<file path="src/rtl/rtc_dbuf_pkg.sv">
package rtc_dbuf_pkg;
    typedef enum logic [1:0] {S_IDLE, S_READ, S_WRITE, S_RECOVER} bus_state_e;

    localparam int TIME_REGS = 8;
    localparam int SEC_IDX   = 1;
    localparam int MIN_IDX   = 2;
    localparam int HR_IDX    = 3;

    // Returns {wrapped, next} for a BCD value that counts 00..top
    function automatic logic [8:0] bcd_step(input logic [7:0] v, input logic [7:0] top);
        logic [3:0] hi;
        logic [3:0] lo;
        hi = v[7:4] + 4'd1;
        lo = v[3:0] + 4'd1;
        if (v == top)
            return {1'b1, 8'h00};
        else if (v[3:0] == 4'd9)
            return {1'b0, hi, 4'd0};
        else
            return {1'b0, v[7:4], lo};
    endfunction
endpackage

</file>
<file path="src/rtl/rtc_sync.sv">
module rtc_sync #(
    parameter int W = 4,
    parameter int STAGES = 2,
    parameter logic [W-1:0] RST_VAL = '1
) (
    input  logic         clk,
    input  logic         rst_n,
    input  logic [W-1:0] din,
    output logic [W-1:0] dout
);
    logic [W-1:0] stg [STAGES];

    for (genvar g = 0; g < STAGES; g++) begin : g_stage
        if (g == 0) begin : g_first
            always_ff @(posedge clk or negedge rst_n)
                if (!rst_n) stg[0] <= RST_VAL;
                else        stg[0] <= din;
        end else begin : g_next
            always_ff @(posedge clk or negedge rst_n)
                if (!rst_n) stg[g] <= RST_VAL;
                else        stg[g] <= stg[g-1];
        end
    end

    assign dout = stg[STAGES-1];
endmodule

</file>
<file path="src/rtl/rtc_bus_fsm.sv">
module rtc_bus_fsm
    import rtc_dbuf_pkg::*;
#(
    parameter int AW = 4,
    parameter int DW = 8,
    parameter int REC_CYCLES = 8
) (
    input  logic          clk,
    input  logic          rst_n,
    input  logic          ce_s,
    input  logic          cs_s,
    input  logic          we_s,
    input  logic          oe_s,
    input  logic [AW-1:0] addr,
    input  logic [DW-1:0] wdata,
    output logic          wr_commit,
    output logic [AW-1:0] wr_addr,
    output logic [DW-1:0] wr_data,
    output logic          rd_oe
);
    localparam int CW = $clog2(REC_CYCLES + 1);

    bus_state_e state, nxt;
    logic [CW-1:0] rec_cnt;
    logic wr_act, rd_act;

    assign wr_act = ce_s && !cs_s && !we_s;
    assign rd_act = ce_s && !cs_s && we_s;

    always_comb begin
        nxt = state;
        unique case (state)
            S_IDLE:    if (wr_act) nxt = S_WRITE;
                       else if (rd_act) nxt = S_READ;
            S_READ:    if (wr_act) nxt = S_WRITE;
                       else if (!rd_act) nxt = S_IDLE;
            S_WRITE:   if (!wr_act) nxt = S_RECOVER;
            S_RECOVER: if (we_s && rec_cnt == CW'(REC_CYCLES - 1)) nxt = S_IDLE;
        endcase
    end

    // State register
    always_ff @(posedge clk or negedge rst_n)
        if (!rst_n) state <= S_IDLE;
        else        state <= nxt;

    // Outputs, recovery counter and write capture
    always_ff @(posedge clk or negedge rst_n) begin
        if (!rst_n) begin
            rec_cnt   <= '0;
            wr_commit <= 1'b0;
            wr_addr   <= '0;
            wr_data   <= '0;
            rd_oe     <= 1'b0;
        end else begin
            rec_cnt   <= (state == S_RECOVER && we_s) ? rec_cnt + 1'b1 : '0;
            wr_commit <= (state == S_WRITE) && !wr_act;
            rd_oe     <= (nxt == S_READ) && !oe_s;
            if (state == S_WRITE && wr_act) begin
                wr_addr <= addr;
                wr_data <= wdata;
            end
        end
    end

    assert_we_fall_drops_output_R4: assert property (@(posedge clk) disable iff (!rst_n)
        $fell(we_s) |=> !rd_oe);
    assert_no_commit_in_recovery_R5: assert property (@(posedge clk) disable iff (!rst_n)
        (state == S_RECOVER && $past(state == S_RECOVER)) |-> !wr_commit);
    assert_single_commit_R3: assert property (@(posedge clk) disable iff (!rst_n)
        wr_commit |=> !wr_commit);
    assert_drive_needs_select_R2: assert property (@(posedge clk) disable iff (!rst_n)
        rd_oe |-> $past(!cs_s && !oe_s && ce_s));
endmodule

</file>
<file path="src/rtl/rtc_time_core.sv">
module rtc_time_core
    import rtc_dbuf_pkg::*;
#(
    parameter int NT = TIME_REGS
) (
    input  logic                   clk,
    input  logic                   rst_n,
    input  logic                   tick,
    input  logic                   osc_stop,
    input  logic                   r_halt,
    input  logic                   w_halt,
    input  logic                   commit,
    input  logic                   stage_we,
    input  logic [$clog2(NT)-1:0]  stage_idx,
    input  logic [7:0]             stage_data,
    output logic [NT-1:0][7:0]     ext_q
);
    logic [NT-1:0][7:0] int_q;
    logic [8:0] sec_n, min_n, hr_n;

    assign sec_n = bcd_step({1'b0, int_q[SEC_IDX][6:0]}, 8'h59);
    assign min_n = bcd_step({1'b0, int_q[MIN_IDX][6:0]}, 8'h59);
    assign hr_n  = bcd_step({2'b0, int_q[HR_IDX][5:0]},  8'h23);

    // Inner counter
    always_ff @(posedge clk or negedge rst_n) begin
        if (!rst_n) begin
            int_q <= '0;
        end else if (commit) begin
            int_q <= ext_q;
            int_q[SEC_IDX][7] <= 1'b0;
        end else if (tick && !osc_stop) begin
            int_q[SEC_IDX] <= sec_n[7:0];
            if (sec_n[8]) begin
                int_q[MIN_IDX] <= min_n[7:0];
                if (min_n[8]) int_q[HR_IDX] <= hr_n[7:0];
            end
        end
    end

    // Outer copy seen by the bus
    always_ff @(posedge clk or negedge rst_n) begin
        if (!rst_n) begin
            ext_q <= '0;
        end else if (!r_halt && !w_halt) begin
            ext_q <= int_q;
        end else if (w_halt && stage_we) begin
            ext_q[stage_idx] <= stage_data;
            if (int'(stage_idx) == SEC_IDX) ext_q[stage_idx][7] <= 1'b0;
        end
    end

    assert_stopped_seconds_hold_R7: assert property (@(posedge clk) disable iff (!rst_n)
        (osc_stop && !commit) |=> $stable(int_q[SEC_IDX]));
    assert_read_halt_freezes_R8: assert property (@(posedge clk) disable iff (!rst_n)
        (r_halt && !w_halt) |=> $stable(ext_q));
    assert_seconds_wrap_R6: assert property (@(posedge clk) disable iff (!rst_n)
        (tick && !osc_stop && !commit && int_q[SEC_IDX][6:0] == 7'h59) |=> int_q[SEC_IDX][6:0] == 7'h00);
endmodule

</file>
<file path="src/rtl/rtc_dbuf_regs.sv">
module rtc_dbuf_regs
    import rtc_dbuf_pkg::*;
#(
    parameter int REC_CYCLES = 8,
    parameter int SYNC_STAGES = 2
) (
    input  logic       clk,
    input  logic       rst_n,
    input  logic       ce_n,
    input  logic       cs_n,
    input  logic       we_n,
    input  logic       oe_n,
    input  logic [3:0] addr,
    input  logic [7:0] wdata,
    output logic [7:0] rdata,
    output logic       rdata_oe,
    input  logic       sec_tick
);
    localparam int SCR_N = 7;

    logic [3:0] strb_s;
    logic       wr_commit;
    logic [3:0] wr_addr;
    logic [7:0] wr_data;
    logic       r_halt, w_halt, osc_stop;
    logic       commit, stage_we;
    logic [7:0] scratch [SCR_N];
    logic [TIME_REGS-1:0][7:0] ext_q;

    rtc_sync #(.W(4), .STAGES(SYNC_STAGES), .RST_VAL(4'b1111)) u_sync (
        .clk(clk), .rst_n(rst_n),
        .din({ce_n, cs_n, we_n, oe_n}), .dout(strb_s)
    );

    rtc_bus_fsm #(.AW(4), .DW(8), .REC_CYCLES(REC_CYCLES)) u_fsm (
        .clk(clk), .rst_n(rst_n),
        .ce_s(strb_s[3]), .cs_s(strb_s[2]), .we_s(strb_s[1]), .oe_s(strb_s[0]),
        .addr(addr), .wdata(wdata),
        .wr_commit(wr_commit), .wr_addr(wr_addr), .wr_data(wr_data), .rd_oe(rdata_oe)
    );

    assign commit   = wr_commit && wr_addr == 4'h0 && w_halt && !wr_data[1];
    assign stage_we = wr_commit && wr_addr[3];

    rtc_time_core #(.NT(TIME_REGS)) u_core (
        .clk(clk), .rst_n(rst_n), .tick(sec_tick), .osc_stop(osc_stop),
        .r_halt(r_halt), .w_halt(w_halt), .commit(commit),
        .stage_we(stage_we), .stage_idx(wr_addr[2:0]), .stage_data(wr_data),
        .ext_q(ext_q)
    );

    always_ff @(posedge clk or negedge rst_n) begin
        if (!rst_n) begin
            r_halt   <= 1'b0;
            w_halt   <= 1'b0;
            osc_stop <= 1'b0;
            for (int i = 0; i < SCR_N; i++) scratch[i] <= '0;
        end else if (wr_commit) begin
            if (wr_addr == 4'h0) begin
                r_halt <= wr_data[0];
                w_halt <= wr_data[1];
            end else if (!wr_addr[3]) begin
                scratch[wr_addr[2:0] - 3'd1] <= wr_data;
            end else if (wr_addr == 4'h9) begin
                osc_stop <= wr_data[7];
            end
        end
    end

    always_ff @(posedge clk or negedge rst_n) begin
        if (!rst_n)                rdata <= '0;
        else if (addr == 4'h0)     rdata <= {6'b0, w_halt, r_halt};
        else if (!addr[3])         rdata <= scratch[addr[2:0] - 3'd1];
        else if (addr == 4'h9)     rdata <= ext_q[SEC_IDX] | {osc_stop, 7'b0};
        else                       rdata <= ext_q[addr[2:0]];
    end

    assert_commit_clears_stage_R9: assert property (@(posedge clk) disable iff (!rst_n)
        commit |=> !w_halt);
    assert_no_commit_when_ce_low_R3: assert property (@(posedge clk) disable iff (!rst_n)
        (!strb_s[3] && $past(!strb_s[3]) && $past(!strb_s[3], 2)) |-> !wr_commit);
endmodule

</file>
<file path="config.mk">
export PLATFORM = sky130hd
export DESIGN_NAME = rtc_dbuf_regs
export DESIGN_NICKNAME = d
export VERILOG_FILES = /design/src/rtl/rtc_dbuf_pkg.sv /design/src/rtl/rtc_sync.sv /design/src/rtl/rtc_bus_fsm.sv /design/src/rtl/rtc_time_core.sv /design/src/rtl/rtc_dbuf_regs.sv
export SDC_FILE = /design/constraint.sdc
export NUM_CORES = 1
export LEC_CHECK = 0
export ABC_AREA = 0
export BUFFER_PORTS_ARGS = -buffer_cell sky130_fd_sc_hd__buf_2
export CORE_MARGIN = 2
export CORE_UTILIZATION = 30
export DETAILED_ROUTE_END_ITERATION = 8
export PLACE_DENSITY_LB_ADDON = 0.2
export SYNTH_ARGS = -nofsm -noshare
export SYNTH_HDL_FRONTEND = slang
export SYNTH_HIERARCHICAL = 1
export SYNTH_SLANG_ARGS = --single-unit
export TNS_END_PERCENT = 100
</file>
<file path="constraint.sdc">
create_clock -name clk -period 5.85 [get_ports clk]
set_clock_uncertainty 0.2 [all_clocks]
set_input_delay 1.17 -clock clk [delete_from_list [all_inputs] [get_ports clk]]
set_output_delay 1.17 -clock clk [all_outputs]
set_load 0.05 [all_outputs]
</file>
==> impl_metrics.env <==
export IMPL_status="complete, no violations"
export IMPL_die_w_um=195
export IMPL_dieArea_um2=38000
export IMPL_slew_violations=0
export IMPL_antenna_found_initial=0
export IMPL_gr_total_overflow=0
export IMPL_cts_buffer_depth=3
export IMPL_netlist_area_um2=10900
export IMPL_synthArstFlopShare_pct=100
export IMPL_layout_commonest_cell="dfrtp_1"
export IMPL_drt_iter0_drc=429
export IMPL_drive_gt1_share_pct=23.1
export IMPL_antenna_left=0
export IMPL_hpwlAfterDp_mm=18.1
export IMPL_dr_total_vias=7154
export IMPL_startpoint_type="input port"
export IMPL_critical_path_required_ps=6030
export IMPL_hold_buffers=0
export IMPL_rsz0062_at_grt="no"
export IMPL_power_density_nw_per_um2=358
export IMPL_dp_cells=1369
export IMPL_reg2regPathDepth=8
export IMPL_clock_sinks=223
export IMPL_core_um2=35700
export IMPL_rows=69
export IMPL_end_kind="flop"
export IMPL_die_y_um=195
export IMPL_yosys_most_used_dff="dfrtp_1"
export IMPL_syn_instance_count=930
export IMPL_syn_to_final_growth_pct=11.3
export IMPL_r2r_end="u_core/int_q[14]$_DFFE_PN0P_"
export IMPL_whs_ps=155
export IMPL_final_core_util_pct=34.0
export IMPL_cp_max_fo=32
export IMPL_layout_nets=971
export IMPL_critPathKind="in -> reg"
export IMPL_timing_rr_start="u_fsm/wr_addr[0]$_DFFE_PN0P_"
export IMPL_period_minus_slack_ps=4150
export IMPL_route_detailed_drc=0
export IMPL_syn_avg_cell_area_um2=11.8
export IMPL_hp_class="reg -> reg"
export IMPL_start_util_pct=30.6
export IMPL_synth_edf_count=0
export IMPL_design_area_um2=12200
export IMPL_finalWeightedCongestion=0.796
export IMPL_grt_max_degree=117
export IMPL_synth_nets=966
export IMPL_yosys_warnings=6
export IMPL_max_slew_worst_pin_slew_ps=984
export IMPL_crit_end="rdata[6]$_DFF_PN0_"
export IMPL_wl_per_cell_um=19.8
export IMPL_grt_pass1_vias=7254
export IMPL_grt_pass1_wl_mm=44.2
export IMPL_placed_area_um2=11400
export IMPL_layout_common_cells="215 x dfrtp_1, 95 x mux2_2, 92 x nand2_1"
export IMPL_first_pass_iters=5
export IMPL_gr_usage_all_layers_pct=14.9
export IMPL_critPathLaunch="addr[0]"
export IMPL_dp_slack_ps=1160
export IMPL_finalCritPeriodShare_pct=70.9
export IMPL_routed_wl_mm=27.9
export IMPL_r2r_slack_ps=2110
export IMPL_cts_setup_buffers=0
export IMPL_fin_ws_ps=1700
export IMPL_cp_arrival_ps=4330
export IMPL_slew_headroom_pct=33.8
export IMPL_drv_cap=0
export IMPL_io_pins=28
export IMPL_root_buffer="clkbuf_16"
export IMPL_max_freq_ghz=0.241
export IMPL_fin_setup_tns_ps=0
export IMPL_cts_made_buffers=25
export IMPL_ctsResizeCount=0
export IMPL_finalSetupViolCount=0
export IMPL_clk_pin_slew_ps=60
export IMPL_stdcell_count=1410
export IMPL_finalPower_mw=4.36
export IMPL_clock_latency_ps=520
export IMPL_port_buffers=27
export IMPL_p_leak_nw=5.42
export IMPL_synth_cell_types=69
export IMPL_hold_violations=0
export IMPL_yosysSeqAreaShare_pct=51.2
export IMPL_synth_seq_cells=223
export IMPL_htreeDepth=1
export IMPL_cts_tree="done"
export IMPL_via_per_inst=5.07
export IMPL_ir_drop_mv=0.219
[layer usage]
layer / global-route usage, % / part of all wire (%) / wire [µm] / up-vias
li1: - / - / - / 3390
met1: 22.9 / 52 / 14600 / 3630
met2: 22.1 / 43 / 11900 / 106
met3: 2.00 / 3.0 / 827 / 28
met4: 3.17 / 1.9 / 524 / 0
met5: 0 / 0 / 0 / -
[sequential cells by signal (all words and copies together), names as in the netlist, 2 cells and up]
| signal | flops |
|---|---|
| rdata | 8 |
| scratch | 56 |
| u_core/ext_q | 64 |
| u_core/int_q | 64 |
| u_fsm/rec_cnt | 4 |
| u_fsm/state | 2 |
| u_fsm/wr_addr | 4 |
| u_fsm/wr_data | 8 |
| u_sync/dout | 4 |
| u_sync/stg | 4 |
[power breakdown]
| group | switching [mW] | internal, mW |
|---|---|---|
| clock network | 0.604 | 0.830 |
| logic | 0.443 | 0.363 |
| registers | 0.333 | 1.79 |
| total | 1.38 | 2.98 |
[worst min path at each step]
stage	start	endpoint	slack (ps)	depth (start not counted)
after floorplan	u_sync/stg[4]$_DFF_PN1_	u_sync/dout[0]$_DFF_PN1_	150	0
after global placement	u_sync/stg[6]$_DFF_PN1_	u_sync/dout[2]$_DFF_PN1_	150	0
after detailed placement	u_sync/stg[6]$_DFF_PN1_	u_sync/dout[2]$_DFF_PN1_	150	0
after CTS	u_sync/stg[6]$_DFF_PN1_	u_sync/dout[2]$_DFF_PN1_	160	0
after global routing	u_sync/stg[6]$_DFF_PN1_	u_sync/dout[2]$_DFF_PN1_	160	0
final	u_sync/stg[4]$_DFF_PN1_	u_sync/dout[0]$_DFF_PN1_	150	0
[critical path: stages]
cell and delay [ps]:
buf_2 590, inv_1 430, ha_1 1070, mux4_2 590, a2bb2oi_1 140, a211oi_1 260
a31oi_1 60
[layout make-up]
| cell class | count | area [µm²] |
|---|---|---|
| diodes | 1 | 2.50 |
| clock buffers | 39 | 718 |
| clock inverters | 1 | 5.00 |
| fillers | 3576 | 23600 |
| inverters | 21 | 78.8 |
| multi-input cells | 632 | 5000 |
| flip-flops and latches | 223 | 5590 |
| well taps | 461 | 577 |
| repair buffers | 32 | 195 |
[synth_stat cells (5+ instances only)]
master	count	area, µm²
a211oi_1	9	67.6
a21oi_1	19	95.1
a221o_1	5	50.1
a221oi_1	7	61.3
a2bb2oi_1	8	70.1
buf_1	6	22.5
buf_2	14	70.1
buf_4	9	67.6
clkbuf_1	22	82.6
dfrtp_1	215	5380
dfstp_2	8	210
ha_1	17	213
inv_1	20	75.1
mux2_2	95	1070
mux2_4	18	270
mux2i_1	88	881
mux4_2	14	315
nand2_1	92	345
nand2b_1	6	37.5
nand3_1	16	80.1
nand3b_1	7	52.6
nor2_1	40	150
nor2b_1	5	31.3
nor3_1	15	75.1
nor4_1	6	37.5
o21ai_0	77	385
o21ai_1	12	60.1
o22ai_1	9	56.3
[cells by family after synthesis]
kind of cell / synth area share (%)
AND/OR/NAND/NOR: 11.1
flip-flops: 51.2
multiplexers: 23.2
AO/OA/AOI/OAI: 8.95
buffers and inverters: 3.19
adder cells (fa/ha/maj): 1.95
XOR/XNOR: 0.401
(Power assumes the default switching activity.)
